[src/rtl/nvm_csum_pkg.sv]
package nvm_csum_pkg;
  // Strobes from the sequencer to the datapath, at most a few per cycle.
  typedef struct packed {
    logic clear;        // new run accepted
    logic accumulate;   // good read word arrived
    logic advance;      // step to next address
    logic finishCheck;  // last check-mode word arrived
    logic finishWrite;  // checksum write acknowledged without error
    logic fail;         // read or write error
  } csStrobe_t;
endpackage

[src/rtl/nvm_csum_ctrl.sv]
module nvm_csum_ctrl
  import nvm_csum_pkg::*;
(
  input  logic      clk,
  input  logic      rstN,
  input  logic      start,
  input  logic      modeUpdate,
  input  logic      rdAck,
  input  logic      rdErr,
  input  logic      wrAck,
  input  logic      wrErr,
  input  logic      isLast,
  output logic      rdReq,
  output logic      wrReq,
  output logic      done,
  output logic      updMode,
  output csStrobe_t strobe
);
  typedef enum logic [1:0] {S_IDLE, S_READ, S_WRITE} csState_e;

  csState_e state, stateNext;

  always_comb begin
    strobe    = '0;
    stateNext = state;
    unique case (state)
      S_IDLE: begin
        if (start) begin
          strobe.clear = 1'b1;
          stateNext    = S_READ;
        end
      end
      S_READ: begin
        if (rdAck) begin
          if (rdErr) begin
            strobe.fail = 1'b1;
            stateNext   = S_IDLE;
          end else begin
            strobe.accumulate = 1'b1;
            if (isLast) begin
              if (updMode) begin
                stateNext = S_WRITE;
              end else begin
                strobe.finishCheck = 1'b1;
                stateNext          = S_IDLE;
              end
            end else begin
              strobe.advance = 1'b1;
            end
          end
        end
      end
      S_WRITE: begin
        if (wrAck) begin
          if (wrErr) strobe.fail        = 1'b1;
          else       strobe.finishWrite = 1'b1;
          stateNext = S_IDLE;
        end
      end
      default: stateNext = S_IDLE;
    endcase
  end

  always_ff @(posedge clk or negedge rstN) begin
    if (!rstN) begin
      state   <= S_IDLE;
      done    <= 1'b0;
      updMode <= 1'b0;
    end else begin
      state <= stateNext;
      done  <= strobe.fail | strobe.finishCheck | strobe.finishWrite;
      if (strobe.clear) updMode <= modeUpdate;
    end
  end

  assign rdReq = (state == S_READ);
  assign wrReq = (state == S_WRITE);
endmodule

[src/rtl/nvm_csum_dp.sv]
module nvm_csum_dp
  import nvm_csum_pkg::*;
#(
  parameter int          DATA_W    = 16,
  parameter int          CSUM_IDX  = 63,
  parameter int          ADDR_W    = 6,
  parameter logic [15:0] SIGNATURE = 16'hBABA
) (
  input  logic              clk,
  input  logic              rstN,
  input  csStrobe_t         strobe,
  input  logic              updMode,
  input  logic [DATA_W-1:0] rdData,
  output logic [ADDR_W-1:0] addr,
  output logic              isLast,
  output logic [DATA_W-1:0] wrData,
  output logic              pass,
  output logic              err
);
  localparam logic [ADDR_W-1:0] LAST_CHECK  = ADDR_W'(CSUM_IDX);
  localparam logic [ADDR_W-1:0] LAST_UPDATE = ADDR_W'(CSUM_IDX - 1);
  localparam logic [DATA_W-1:0] SIG_W       = DATA_W'(SIGNATURE);

  logic [DATA_W-1:0] sum;
  logic [DATA_W-1:0] sumNext;

  // Carry beyond DATA_W is dropped by the width of the result.
  assign sumNext = sum + rdData;
  assign isLast  = (addr == (updMode ? LAST_UPDATE : LAST_CHECK));
  assign wrData  = SIG_W - sum;

  always_ff @(posedge clk or negedge rstN) begin
    if (!rstN) begin
      sum  <= '0;
      addr <= '0;
      pass <= 1'b0;
      err  <= 1'b0;
    end else begin
      if (strobe.clear) begin
        sum  <= '0;
        addr <= '0;
        pass <= 1'b0;
        err  <= 1'b0;
      end else begin
        if (strobe.accumulate)  sum  <= sumNext;
        if (strobe.advance)     addr <= addr + 1'b1;
        if (strobe.finishCheck) pass <= (sumNext == SIG_W);
        if (strobe.finishWrite) pass <= 1'b1;
        if (strobe.fail) begin
          pass <= 1'b0;
          err  <= 1'b1;
        end
      end
    end
  end
endmodule

[src/rtl/nvm_csum_engine.sv]
module nvm_csum_engine
  import nvm_csum_pkg::*;
#(
  parameter int          DATA_W    = 16,
  parameter int          CSUM_IDX  = 63,
  parameter logic [15:0] SIGNATURE = 16'hBABA,
  localparam int         ADDR_W    = (CSUM_IDX < 1) ? 1 : $clog2(CSUM_IDX + 1)
) (
  input  logic              clk,
  input  logic              rstN,
  input  logic              start,
  input  logic              modeUpdate,
  output logic              done,
  output logic              pass,
  output logic              err,
  output logic              rdReq,
  output logic [ADDR_W-1:0] rdAddr,
  input  logic              rdAck,
  input  logic              rdErr,
  input  logic [DATA_W-1:0] rdData,
  output logic              wrReq,
  output logic [ADDR_W-1:0] wrAddr,
  output logic [DATA_W-1:0] wrData,
  input  logic              wrAck,
  input  logic              wrErr
);
  csStrobe_t strobe;
  logic      updMode;
  logic      isLast;

  nvm_csum_ctrl uCtrl (
    .clk(clk), .rstN(rstN), .start(start), .modeUpdate(modeUpdate),
    .rdAck(rdAck), .rdErr(rdErr), .wrAck(wrAck), .wrErr(wrErr),
    .isLast(isLast), .rdReq(rdReq), .wrReq(wrReq), .done(done),
    .updMode(updMode), .strobe(strobe)
  );

  nvm_csum_dp #(
    .DATA_W(DATA_W), .CSUM_IDX(CSUM_IDX), .ADDR_W(ADDR_W), .SIGNATURE(SIGNATURE)
  ) uDp (
    .clk(clk), .rstN(rstN), .strobe(strobe), .updMode(updMode),
    .rdData(rdData), .addr(rdAddr), .isLast(isLast), .wrData(wrData),
    .pass(pass), .err(err)
  );

  assign wrAddr = ADDR_W'(CSUM_IDX);
endmodule

[config.mk]
export PLATFORM = sky130hd
export DESIGN_NAME = nvm_csum_engine
export DESIGN_NICKNAME = d
export VERILOG_FILES = /design/src/rtl/nvm_csum_pkg.sv /design/src/rtl/nvm_csum_ctrl.sv /design/src/rtl/nvm_csum_dp.sv /design/src/rtl/nvm_csum_engine.sv
export SDC_FILE = /design/constraint.sdc
export NUM_CORES = 1
export LEC_CHECK = 0
export CORE_ASPECT_RATIO = 1.2
export CORE_MARGIN = 2
export CORE_UTILIZATION = 46
export DETAILED_ROUTE_END_ITERATION = 7
export PLACE_DENSITY = 0.75
export SYNTH_ARGS = -nofsm -noshare
export SYNTH_HDL_FRONTEND = slang
export SYNTH_SLANG_ARGS = --single-unit
export TNS_END_PERCENT = 1
[constraint.sdc]
create_clock -name clk -period 4.47 [get_ports clk]
set_input_delay 0.894 -clock clk [delete_from_list [all_inputs] [get_ports clk]]
set_output_delay 0.894 -clock clk [all_outputs]
set_load 0.01 [all_outputs]
==> impl_metrics.py, run 1 <==
metrics = {
    "run_status": {
        "status": "complete, no violations",
    },
    "sta": {
        "setup_viol": 0,
        "slew_headroom": 0.240,
        "fin_skew_ns": 0.00540,
        "hold_viol": 0,
        "fmax_mhz": 269,
        "hold_ws_ns": 0.526,
        "fin_ws_ns": 0.746,
        "period_minus_slack_ns": 3.72,
        "finalCritPeriodShare": 0.833,
        "tns_ns": 0,
        "worst_pin_slew_ns": 1.14,
        "rsz0062_at_grt": "false",
        "slew_viol_final": 0,
    },
    "floorplan": {
        "io-pin-count": 57,
        "initial_core_util": 0.478,
        "core-area_mm2": 0.00494,
        "dieHeight_um": 82.5,
        "die_x_um": 69.4,
        "fp-row-count": 28,
        "die-area_mm2": 0.00572,
    },
    "placement": {
        "gp_congestion": 0.877,
        "postPlaceCellArea_mm2": 0.00289,
        "hpwlAfterDp_um": 4170,
        "place_ws_ns": 0.926,
        "port_buffers": 50,
    },
    "routing": {
        "drtIter0Drc": 126,
        "drt_pass1_iterations": 5,
        "drc_errors": 0,
        "antenna_left": 0,
        "viasPerCell": 5.52,
        "drt-total-wl_um": 5470,
        "wl_per_cell_um": 13.8,
        "routed-via-count": 2196,
    },
    "cts": {
        "cts_repair_resize_count": 0,
        "h-tree-depth": 1,
        "clock_path_buffers": 2,
        "cts_buffers": 3,
        "cts_setup_buffers": 0,
        "cts_tree": "built",
        "clock_sinks": 28,
        "postCtsHoldBufs": 0,
        "clk_pin_slew_worst_paths_ns": 0.10,
        "clockRootBuffer": "clkbuf_8",
        "insertion_delay_ns": 0.28,
    },
    "grt": {
        "overflow": 0,
        "grt_start_max_net_pins": 29,
        "grt_pass1_wl_um": 9250,
        "grt_use_total": 0.198,
        "antenna_found_initial": 0,
        "grt_pass1_vias": 2042,
    },
    "critical_path": {
        "arrival_ns": 2.83,
        "critPathCaptureType": "output pin",
        "worstSetupPathType": "register to output pin",
        "crit_fanout": 5,
        "crit_path_start_kind": "register",
        "cp.required_ns": 3.58,
    },
    "yosys": {
        "syn_area_per_cell_um2": 8.11,
        "ys_seq_elements": 28,
        "synth-edff-count": 0,
        "async_reset_ff_frac": 1.00,
        "synth_flop_cell": "dfrtp_1",
        "netlist_area_mm2": 0.00236,
        "synth_cells": 291,
        "synth.distinct_cells": 47,
        "yosys_warnings": 0,
        "seq_area_frac_synth": 0.297,
    },
    "finish": {
        "finalNetCount": 384,
        "fin_area_mm2": 0.00296,
        "mostFrequentLayoutCells": "50 x clkdlybuf4s50_1, 45 x nand2_1, 31 x a21oi_1",
        "syn2layout_area_growth_pct": 25.3,
        "drive_above_1_share": 0.0355,
        "antenna_cells": 0,
        "final_common_cell": "clkdlybuf4s50_1",
    },
    "run": {
        "cap_violations": 0,
    },
    "power": {
        "p_sw_frac": 0.442,
        "powerDensity_mw_per_mm2": 655,
        "peakVddDrop_mv": 0.298,
        "internal-power_mw": 1.08,
        "power.leakage_nw": 1.29,
        "seq_power_share": 0.244,
        "power.switching_mw": 0.857,
        "clkPwrFrac": 0.105,
        "power_frac_comb": 0.651,
    },
    "hold_path": {
        "hold_path.class": "register to register",
    },
}
power groups by stage:
stage / Combinational, mW / Sequential [mW] / Clock, mW
4_1_cts: 1.26 / 0.471 / 0.208
2_1_floorplan: 0.854 / 0.452 / 0
3_5_place_dp: 1.25 / 0.476 / 0
5_1_grt: 1.40 / 0.494 / 0.218
3_3_place_gp: 1.24 / 0.473 / 0
6_report: 1.26 / 0.472 / 0.204
layer usage:
| layer | track usage | vias up | share of wire |
|---|---|---|---|
| met2 | 0.366 | 52 | 0.50 |
| met5 | 0 | - | 0 |
| li1 | - | 1103 | - |
| met3 | 0.0182 | 7 | 0.041 |
| met4 | 0.0412 | 0 | 0.0091 |
| met1 | 0.255 | 1034 | 0.45 |
worst paths after layout:
path                                        start  slack, ns                    endpoint  depth (start not counted)
setup / recovery           uDp.sum[1]$_DFFE_PN0P_       0.75                  wrData[12]                          9
hold / removal                uDp.err$_DFFE_PN0P_       0.53         uDp.err$_DFFE_PN0P_                          2
setup reg to reg           uDp.sum[0]$_DFFE_PN0P_       1.77        uDp.pass$_DFFE_PN0P_                          9
hold reg to reg               uDp.err$_DFFE_PN0P_       0.53         uDp.err$_DFFE_PN0P_                          2
max in group asynchronous                    rstN       3.21     uDp.sum[11]$_DFFE_PN0P_                          2
min in group asynchronous                    rstN       0.99  uCtrl.state[0]$_DFFE_PN0P_                          2
logic make-up (layout without fill, tap and decap cells):
logic type               count (synthesis)  in the layout  synth area share
AO/OA/AOI/OAI                           71             71             0.184
XOR/XNOR                                30             30             0.111
adder cells (fa/ha/maj)                 21             21             0.114
buffers and inverters                   23             65            0.0482
flip-flops                              28             28             0.297
multiplexers                             2              2           0.00848
other                                    1              6           0.00159
AND/OR/NAND/NOR                        115            115             0.235
through the flow:
stage           util  instances  total power [mW]
2_1_floorplan      -        296              1.31
3_3_place_gp   0.584        394              1.71
3_5_place_dp   0.584        394              1.73
4_1_cts        0.599        398              1.94
5_1_grt        0.599        398              2.12
6_report       0.599        398              1.94
flip-flops by register name, indices dropped and copies added (netlist names):
name           count
uCtrl.done         1
uDp.addr           6
uCtrl.updMode      1
uDp.sum           16
uDp.pass           1
uCtrl.state        2
uDp.err            1
critical path: stages (launching register included):
cell and delay, ns:
dfrtp_1 0.46, ha_1 0.23, o21ai_0 0.28, nor2_1 0.13
o21a_1 0.22, o21ai_0 0.31, nand2b_1 0.14, nand2_1 0.10
xor2_1 0.14, clkdlybuf4s50_1 0.54
cells in the mapped netlist, drive strengths merged, types with 6 or more instances:
master	number	share of area
nand4	6	0.016
ha	20	0.11
o21a	6	0.019
nand3	7	0.015
buf	8	0.024
xnor2	15	0.056
o21ai	12	0.025
xor2	15	0.056
a21oi	31	0.066
inv	10	0.016
nand2	45	0.072
dfrtp	28	0.30
nor2	27	0.043
area by class of cell:
| type | instances | area (um2) |
|---|---|---|
| clock inverters | 1 | 30.0 |
| fillers | 473 | 1980 |
| multi-input cells | 245 | 1570 |
| clock buffers | 3 | 41.3 |
| well taps | 60 | 75.1 |
| repair buffers | 51 | 508 |
| inverters | 10 | 37.5 |
| flip-flops and latches | 28 | 701 |
No activity file was read; power rests on OpenSTA's default activity.
==> run 2, diff against run 1 <==
--- a/config.mk
+++ b/config.mk
@@ -7,9 +7,9 @@
 export LEC_CHECK = 0
 export CORE_ASPECT_RATIO = 1.2
 export CORE_MARGIN = 2
-export CORE_UTILIZATION = 46
+export CORE_UTILIZATION = 45
 export DETAILED_ROUTE_END_ITERATION = 7
-export PLACE_DENSITY = 0.75
+export PLACE_DENSITY = 0.77
 export SYNTH_ARGS = -nofsm -noshare
 export SYNTH_HDL_FRONTEND = slang
 export SYNTH_SLANG_ARGS = --single-unit
==> constraint.sdc (replaced) <==
create_clock -name clk -period 3.3 [get_ports clk]
set_input_delay 0.66 -clock clk [delete_from_list [all_inputs] [get_ports clk]]
set_output_delay 0.66 -clock clk [all_outputs]
set_load 0.01 [all_outputs]
==> run 2 against run 1 <==
Compared with the run above: wire length up 2.1%; global-route usage is 0.57 points lower; non-clock buffer count rose by 4; clock skew is 0.0019 ns lower; critical path depth unchanged; first-iteration DRC count rose by 3.2%; sequential share of layout area fell by 0.38 points; worst setup slack worse by 0.60 ns; die area is 2.1% higher.
==> impl_metrics.py, run 2 (same netlist as run 1, synthesis figures left out) <==
metrics = {
    "run_status": {
        "status": "complete, no violations",
    },
    "cts": {
        "clock_sinks": 28,
        "cts_setup_buffers": 0,
        "clockRootBuffer": "clkbuf_8",
        "cts_buffers": 3,
        "clock_path_buffers": 2,
        "cts_repair_resize_count": 2,
        "insertion_delay_ns": 0.27,
        "cts_tree": "built",
        "postCtsHoldBufs": 0,
        "clk_pin_slew_worst_paths_ns": 0.10,
        "h-tree-depth": 1,
    },
    "critical_path": {
        "reg2regPathDepth": 9,
        "crit_chain": "ha_1 > o21ai_2 > nor2_1 > o21a_1 > o21ai_2 > nand2b_1 > nand2b_1 > xnor2_1 > clkdlybuf4s50_1",
        "critPathSlowestCell": "clkdlybuf4s50_1",
        "worstSetupPathType": "register to output pin",
        "cp.required_ns": 2.64,
        "r2r_start": "uDp.sum[0]$_DFFE_PN0P_",
        "reg2reg_slack_ns": 0.66,
        "crit_path_start_kind": "register",
        "arrival_ns": 2.49,
        "crit_fanout": 5,
        "critPathCaptureType": "output pin",
        "slowest_delay_ns": 0.55,
        "r2r-end": "uDp.pass$_DFFE_PN0P_",
    },
    "routing": {
        "drt_pass1_iterations": 4,
        "antenna_left": 0,
        "drt-total-wl_um": 5590,
        "routed-via-count": 2204,
        "wl_per_cell_um": 13.9,
        "drc_errors": 0,
        "viasPerCell": 5.48,
        "drtIter0Drc": 130,
    },
    "power": {
        "power.leakage_nw": 1.31,
        "peakVddDrop_mv": 0.337,
        "powerDensity_mw_per_mm2": 888,
        "finalPower_mw": 2.67,
    },
    "grt": {
        "grtUsageMet2": 0.334,
        "grt_start_max_net_pins": 29,
        "antenna_found_initial": 0,
        "grt_pass1_wl_um": 9470,
        "grt_use_met1": 0.256,
        "top_usage_layer": "met2",
        "overflow": 0,
        "gr-usage-met3": 0.0170,
        "grt_pass1_vias": 2125,
        "grt_use_total": 0.192,
    },
    "placement": {
        "hpwlAfterDp_um": 4280,
        "gp_congestion": 0.915,
        "port_buffers": 50,
        "dp.cells": 398,
    },
    "finish": {
        "antenna_cells": 0,
        "largest_reg_flops": 16,
        "final_util": 0.600,
        "syn2layout_area_growth_pct": 27.3,
        "fillers": 471,
        "final_common_cell": "clkdlybuf4s50_1",
        "finalNetCount": 388,
        "largestRegisters": "uDp.sum x16, uDp.addr x6, uCtrl.state x2",
        "top_register": "uDp.sum",
        "drive_above_1_share": 0.0614,
        "mostFrequentLayoutCells": "50 x clkdlybuf4s50_1, 45 x nand2_1, 30 x a21oi_1",
        "instances_no_fill": 402,
    },
    "floorplan": {
        "initial_core_util": 0.471,
        "core-area_mm2": 0.00501,
        "die_x_um": 70.1,
        "die-area_mm2": 0.00584,
        "dieHeight_um": 83.3,
        "io-pin-count": 57,
        "fp-row-count": 28,
    },
    "hold_path": {
        "min_from": "uDp.err$_DFFE_PN0P_",
        "hold_end": "uDp.err$_DFFE_PN0P_",
        "hold_path.class": "register to register",
        "whs_path_depth": 2,
    },
    "sta": {
        "fmax_mhz": 317,
        "fin_skew_ns": 0.00347,
        "setup_viol": 0,
        "finalCritPeriodShare": 0.956,
        "period_minus_slack_ns": 3.15,
        "tns_ns": 0,
        "slew_viol_final": 0,
        "slew_headroom": 0.397,
        "hold_viol": 0,
        "rsz0062_at_grt": "false",
        "worst_pin_slew_ns": 0.904,
    },
    "run": {
        "cap_violations": 0,
    },
}
run 2: cell count changes in the layout (fill, tap and decap cells not counted):
cell,delta
a21oi_1,-1
nor3b_2,+1
buf_4,+4
a21oi_2,+1
nor2_2,+1
nor3b_1,-1
nor2_1,-1
o21ai_2,+2
o21ai_0,-2
run 2: through the flow:
stage | instance area, um2 | setup WS [ns] | hold WS (ns)
after global placement | 2920 | 0.108 | 0.510
after floorplan | 2380 | 0.625 | 0.364
after global routing | 3010 | 0.00600 | 0.559
final | 3010 | 0.145 | 0.527
after CTS | 2990 | 0.00937 | 0.527
after detailed placement | 2920 | 0.0502 | 0.510
run 2: power by group:
| group | switching, mW | total [mW] | internal [mW] |
|---|---|---|---|
| Clock | 0.112 | 0.275 | 0.162 |
| Combinational | 0.889 | 1.75 | 0.858 |
| Sequential | 0.181 | 0.648 | 0.467 |
| Total | 1.18 | 2.67 | 1.49 |
run 2: worst max-delay path, delay by kind of cell, from the launching register on:
family,cells,cell delay [ns]
AOI/OAI and AO/OA,3,0.53
adders and majority gates,1,0.26
DFF,1,0.45
and+or+nand+nor,3,0.31
xor gates and xnor gates,1,0.12
buffers and inverters,1,0.55
run 2: worst max-delay path by stage:
| stage | startpoint | to | slack, ns |
|---|---|---|---|
| finish | uDp.sum[0]$_DFFE_PN0P_ | wrData[14] | 0.15 |
| global route | uDp.sum[0]$_DFFE_PN0P_ | wrData[14] | 0.006 |
| CTS | uDp.sum[0]$_DFFE_PN0P_ | wrData[12] | 0.009 |
| detailed placement | rdData[0] | uDp.pass$_DFFE_PN0P_ | 0.05 |
| global placement | rdData[0] | uDp.pass$_DFFE_PN0P_ | 0.11 |
| floorplan | rdData[0] | uDp.pass$_DFFE_PN0P_ | 0.63 |
run 2: cell type report:
type,instances,area [um2],share of cell area
sequential,28,701,0.233
multi-input combinational,245,1580,0.527
inverter,10,37.5,0.0125
clock buffer,3,41.3,0.0137
timing repair buffer,55,538,0.179
clock inverter,1,30.0,0.00999
tap,60,75.1,0.0250
run 2: layer usage:
layer | vias to the layer above | wire [um]
met3 | 6 | 290
met4 | 0 | 58
met1 | 1020 | 2470
met2 | 68 | 2770
li1 | 1110 | -
met5 | - | 0
==> run 3, diff against run 2 <==
--- a/config.mk
+++ b/config.mk
@@ -7,9 +7,9 @@
 export LEC_CHECK = 0
 export CORE_ASPECT_RATIO = 1.2
 export CORE_MARGIN = 2
-export CORE_UTILIZATION = 45
+export CORE_UTILIZATION = 39
 export DETAILED_ROUTE_END_ITERATION = 7
-export PLACE_DENSITY = 0.77
+export DONT_BUFFER_PORTS = 1
 export SYNTH_ARGS = -nofsm -noshare
 export SYNTH_HDL_FRONTEND = slang
 export SYNTH_SLANG_ARGS = --single-unit
==> run 3 against run 2 <==
Compared with the run above: wire length fell by 3.5%; sequential cell count is the same; first-iteration DRC count shrank 44%; clock-buffer cell count unchanged; combinational power is 22% lower; sequential share of layout area grew 4.8 points; register-to-register slack lost 0.10 ns; worst setup slack better by 0.19 ns; maximum frequency grew 6.4%.
==> impl_metrics.py, run 3 (same netlist as run 1, synthesis figures left out) <==
metrics = {
    "run_status": {
        "status": "complete, no violations",
    },
    "power": {
        "powerDensity_mw_per_mm2": 921,
        "peakVddDrop_mv": 0.306,
        "power.leakage_nw": 1.10,
        "finalPower_mw": 2.30,
    },
    "cts": {
        "clock_path_buffers": 2,
        "clockRootBuffer": "clkbuf_8",
        "clk_pin_slew_worst_paths_ns": 0.10,
        "h-tree-depth": 1,
        "clock_sinks": 28,
        "cts_buffers": 3,
        "insertion_delay_ns": 0.28,
        "postCtsHoldBufs": 0,
        "cts_tree": "built",
    },
    "floorplan": {
        "initial_core_util": 0.398,
        "dieHeight_um": 89.2,
        "die_x_um": 75.0,
        "fp-row-count": 31,
        "die-area_mm2": 0.00669,
        "core-area_mm2": 0.00593,
        "io-pin-count": 57,
    },
    "sta": {
        "hold_viol": 0,
        "setup_viol": 0,
        "worst_pin_slew_ns": 0.862,
        "fin_skew_ns": 0.00467,
        "slew_headroom": 0.425,
        "fmax_mhz": 337,
        "rsz0062_at_grt": "false",
        "slew_viol_final": 0,
        "period_minus_slack_ns": 2.96,
        "tns_ns": 0,
        "finalCritPeriodShare": 0.898,
    },
    "finish": {
        "antenna_cells": 0,
        "mostFrequentLayoutCells": "45 x nand2_1, 31 x a21oi_1, 28 x dfrtp_1",
        "top_register": "uDp.sum",
        "drive_above_1_share": 0.0450,
        "final_util": 0.420,
        "final_common_cell": "nand2_1",
        "finalNetCount": 335,
        "largest_reg_flops": 16,
        "largestRegisters": "uDp.sum x16, uDp.addr x6, uCtrl.state x2",
        "syn2layout_area_growth_pct": 5.56,
        "instances_no_fill": 371,
        "fillers": 602,
    },
    "critical_path": {
        "reg2regPathDepth": 9,
        "cp.required_ns": 2.64,
        "r2r-end": "uDp.pass$_DFFE_PN0P_",
        "slowest_delay_ns": 0.47,
        "worst-path-buf-inv": 0,
        "worstSetupPathDepth": 8,
        "crit_chain": "ha_1 > o21ai_0 > nor2_1 > o21a_1 > o21ai_1 > nand2b_1 > nand2_1 > xor2_1",
        "critPathTopFamily": "compound AO/OA/AOI/OAI gates",
        "worstSetupPathType": "register to output pin",
        "worstSetupEndpoint": "wrData[12]",
        "worstSetupStartpoint": "uDp.sum[0]$_DFFE_PN0P_",
        "arrival_ns": 2.30,
        "r2r_start": "uDp.sum[0]$_DFFE_PN0P_",
        "critPathCaptureType": "output pin",
        "reg2reg_slack_ns": 0.56,
        "crit_fanout": 5,
        "crit_path_start_kind": "register",
        "critPathSlowestCell": "dfrtp_1",
    },
    "run": {
        "cap_violations": 0,
    },
    "hold_path": {
        "hold_path.class": "primary input to asynchronous set/reset pin",
    },
    "routing": {
        "drt-total-wl_um": 5390,
        "routed-via-count": 2003,
        "drc_errors": 0,
        "drtIter0Drc": 73,
        "viasPerCell": 5.40,
        "wl_per_cell_um": 14.5,
        "drt_pass1_iterations": 5,
        "antenna_left": 0,
    },
    "grt": {
        "grt_use_total": 0.167,
        "grt_pass1_vias": 1892,
        "grt_pass1_wl_um": 8670,
        "overflow": 0,
        "grt_start_max_net_pins": 29,
        "antenna_found_initial": 0,
    },
    "placement": {
        "dp.cells": 367,
        "hpwlAfterDp_um": 4220,
        "gp_congestion": 0.850,
        "port_buffers": 0,
    },
}
-- run 3: final cells by class --
class                   instances  area [um2]  area share
clock buffers                   3        41.3      0.0166
clock inverters                 1        30.0      0.0120
inverters                      10        37.5      0.0151
multi-input cells             245        1570       0.628
flip-flops and latches         28         701       0.281
well taps                      82         103      0.0412
repair buffers                  2        15.0     0.00602
-- run 3: stage by stage --
stage               hold WS (ns)  instance area (um2)  setup slack [ns]
floorplan                  0.364                 2380             0.625
global placement           0.365                 2420             0.450
detailed placement         0.365                 2420             0.405
CTS                       0.0532                 2490             0.162
global route              0.0444                 2490             0.113
finish                    0.0608                 2490             0.335
-- run 3: routing by layer --
metal,routed length [um],track usage,share of wire
met1,2250,0.195,0.42
met2,2760,0.297,0.51
met3,304,0.0361,0.056
met4,81,0.0601,0.015
met5,0,0,0
-- run 3: what timing repair did --
action / in CTS / in global routing
setup endpoints to repair: 0 / 1
buffers inserted: 0 / 0
gates resized for setup: 0 / 1
-- run 3: power breakdown --
group	switching (mW)	internal, mW	total [mW]
combinational	0.803	0.558	1.36
clock	0.112	0.162	0.274
sequential	0.192	0.467	0.659
-- run 3: worst min path at each step --
| stage | start | to |
|---|---|---|
| 3_3_place_gp | rstN | uDp.addr[5]$_DFFE_PN0P_ |
| 6_report | rstN | uDp.sum[1]$_DFFE_PN0P_ |
| 5_1_grt | rstN | uDp.sum[1]$_DFFE_PN0P_ |
| 2_1_floorplan | rstN | uCtrl.done$_DFF_PN0_ |
| 4_1_cts | rstN | uDp.addr[5]$_DFFE_PN0P_ |
| 3_5_place_dp | rstN | uDp.addr[5]$_DFFE_PN0P_ |
-- run 3: worst reg2reg max path: cells and delay by family (launching register included) --
kind,cells,cell delay [ns]
adders and majority gates,2,0.65
DFF,1,0.47
AOI/OAI and AO/OA,4,0.92
and+or+nand+nor,3,0.61
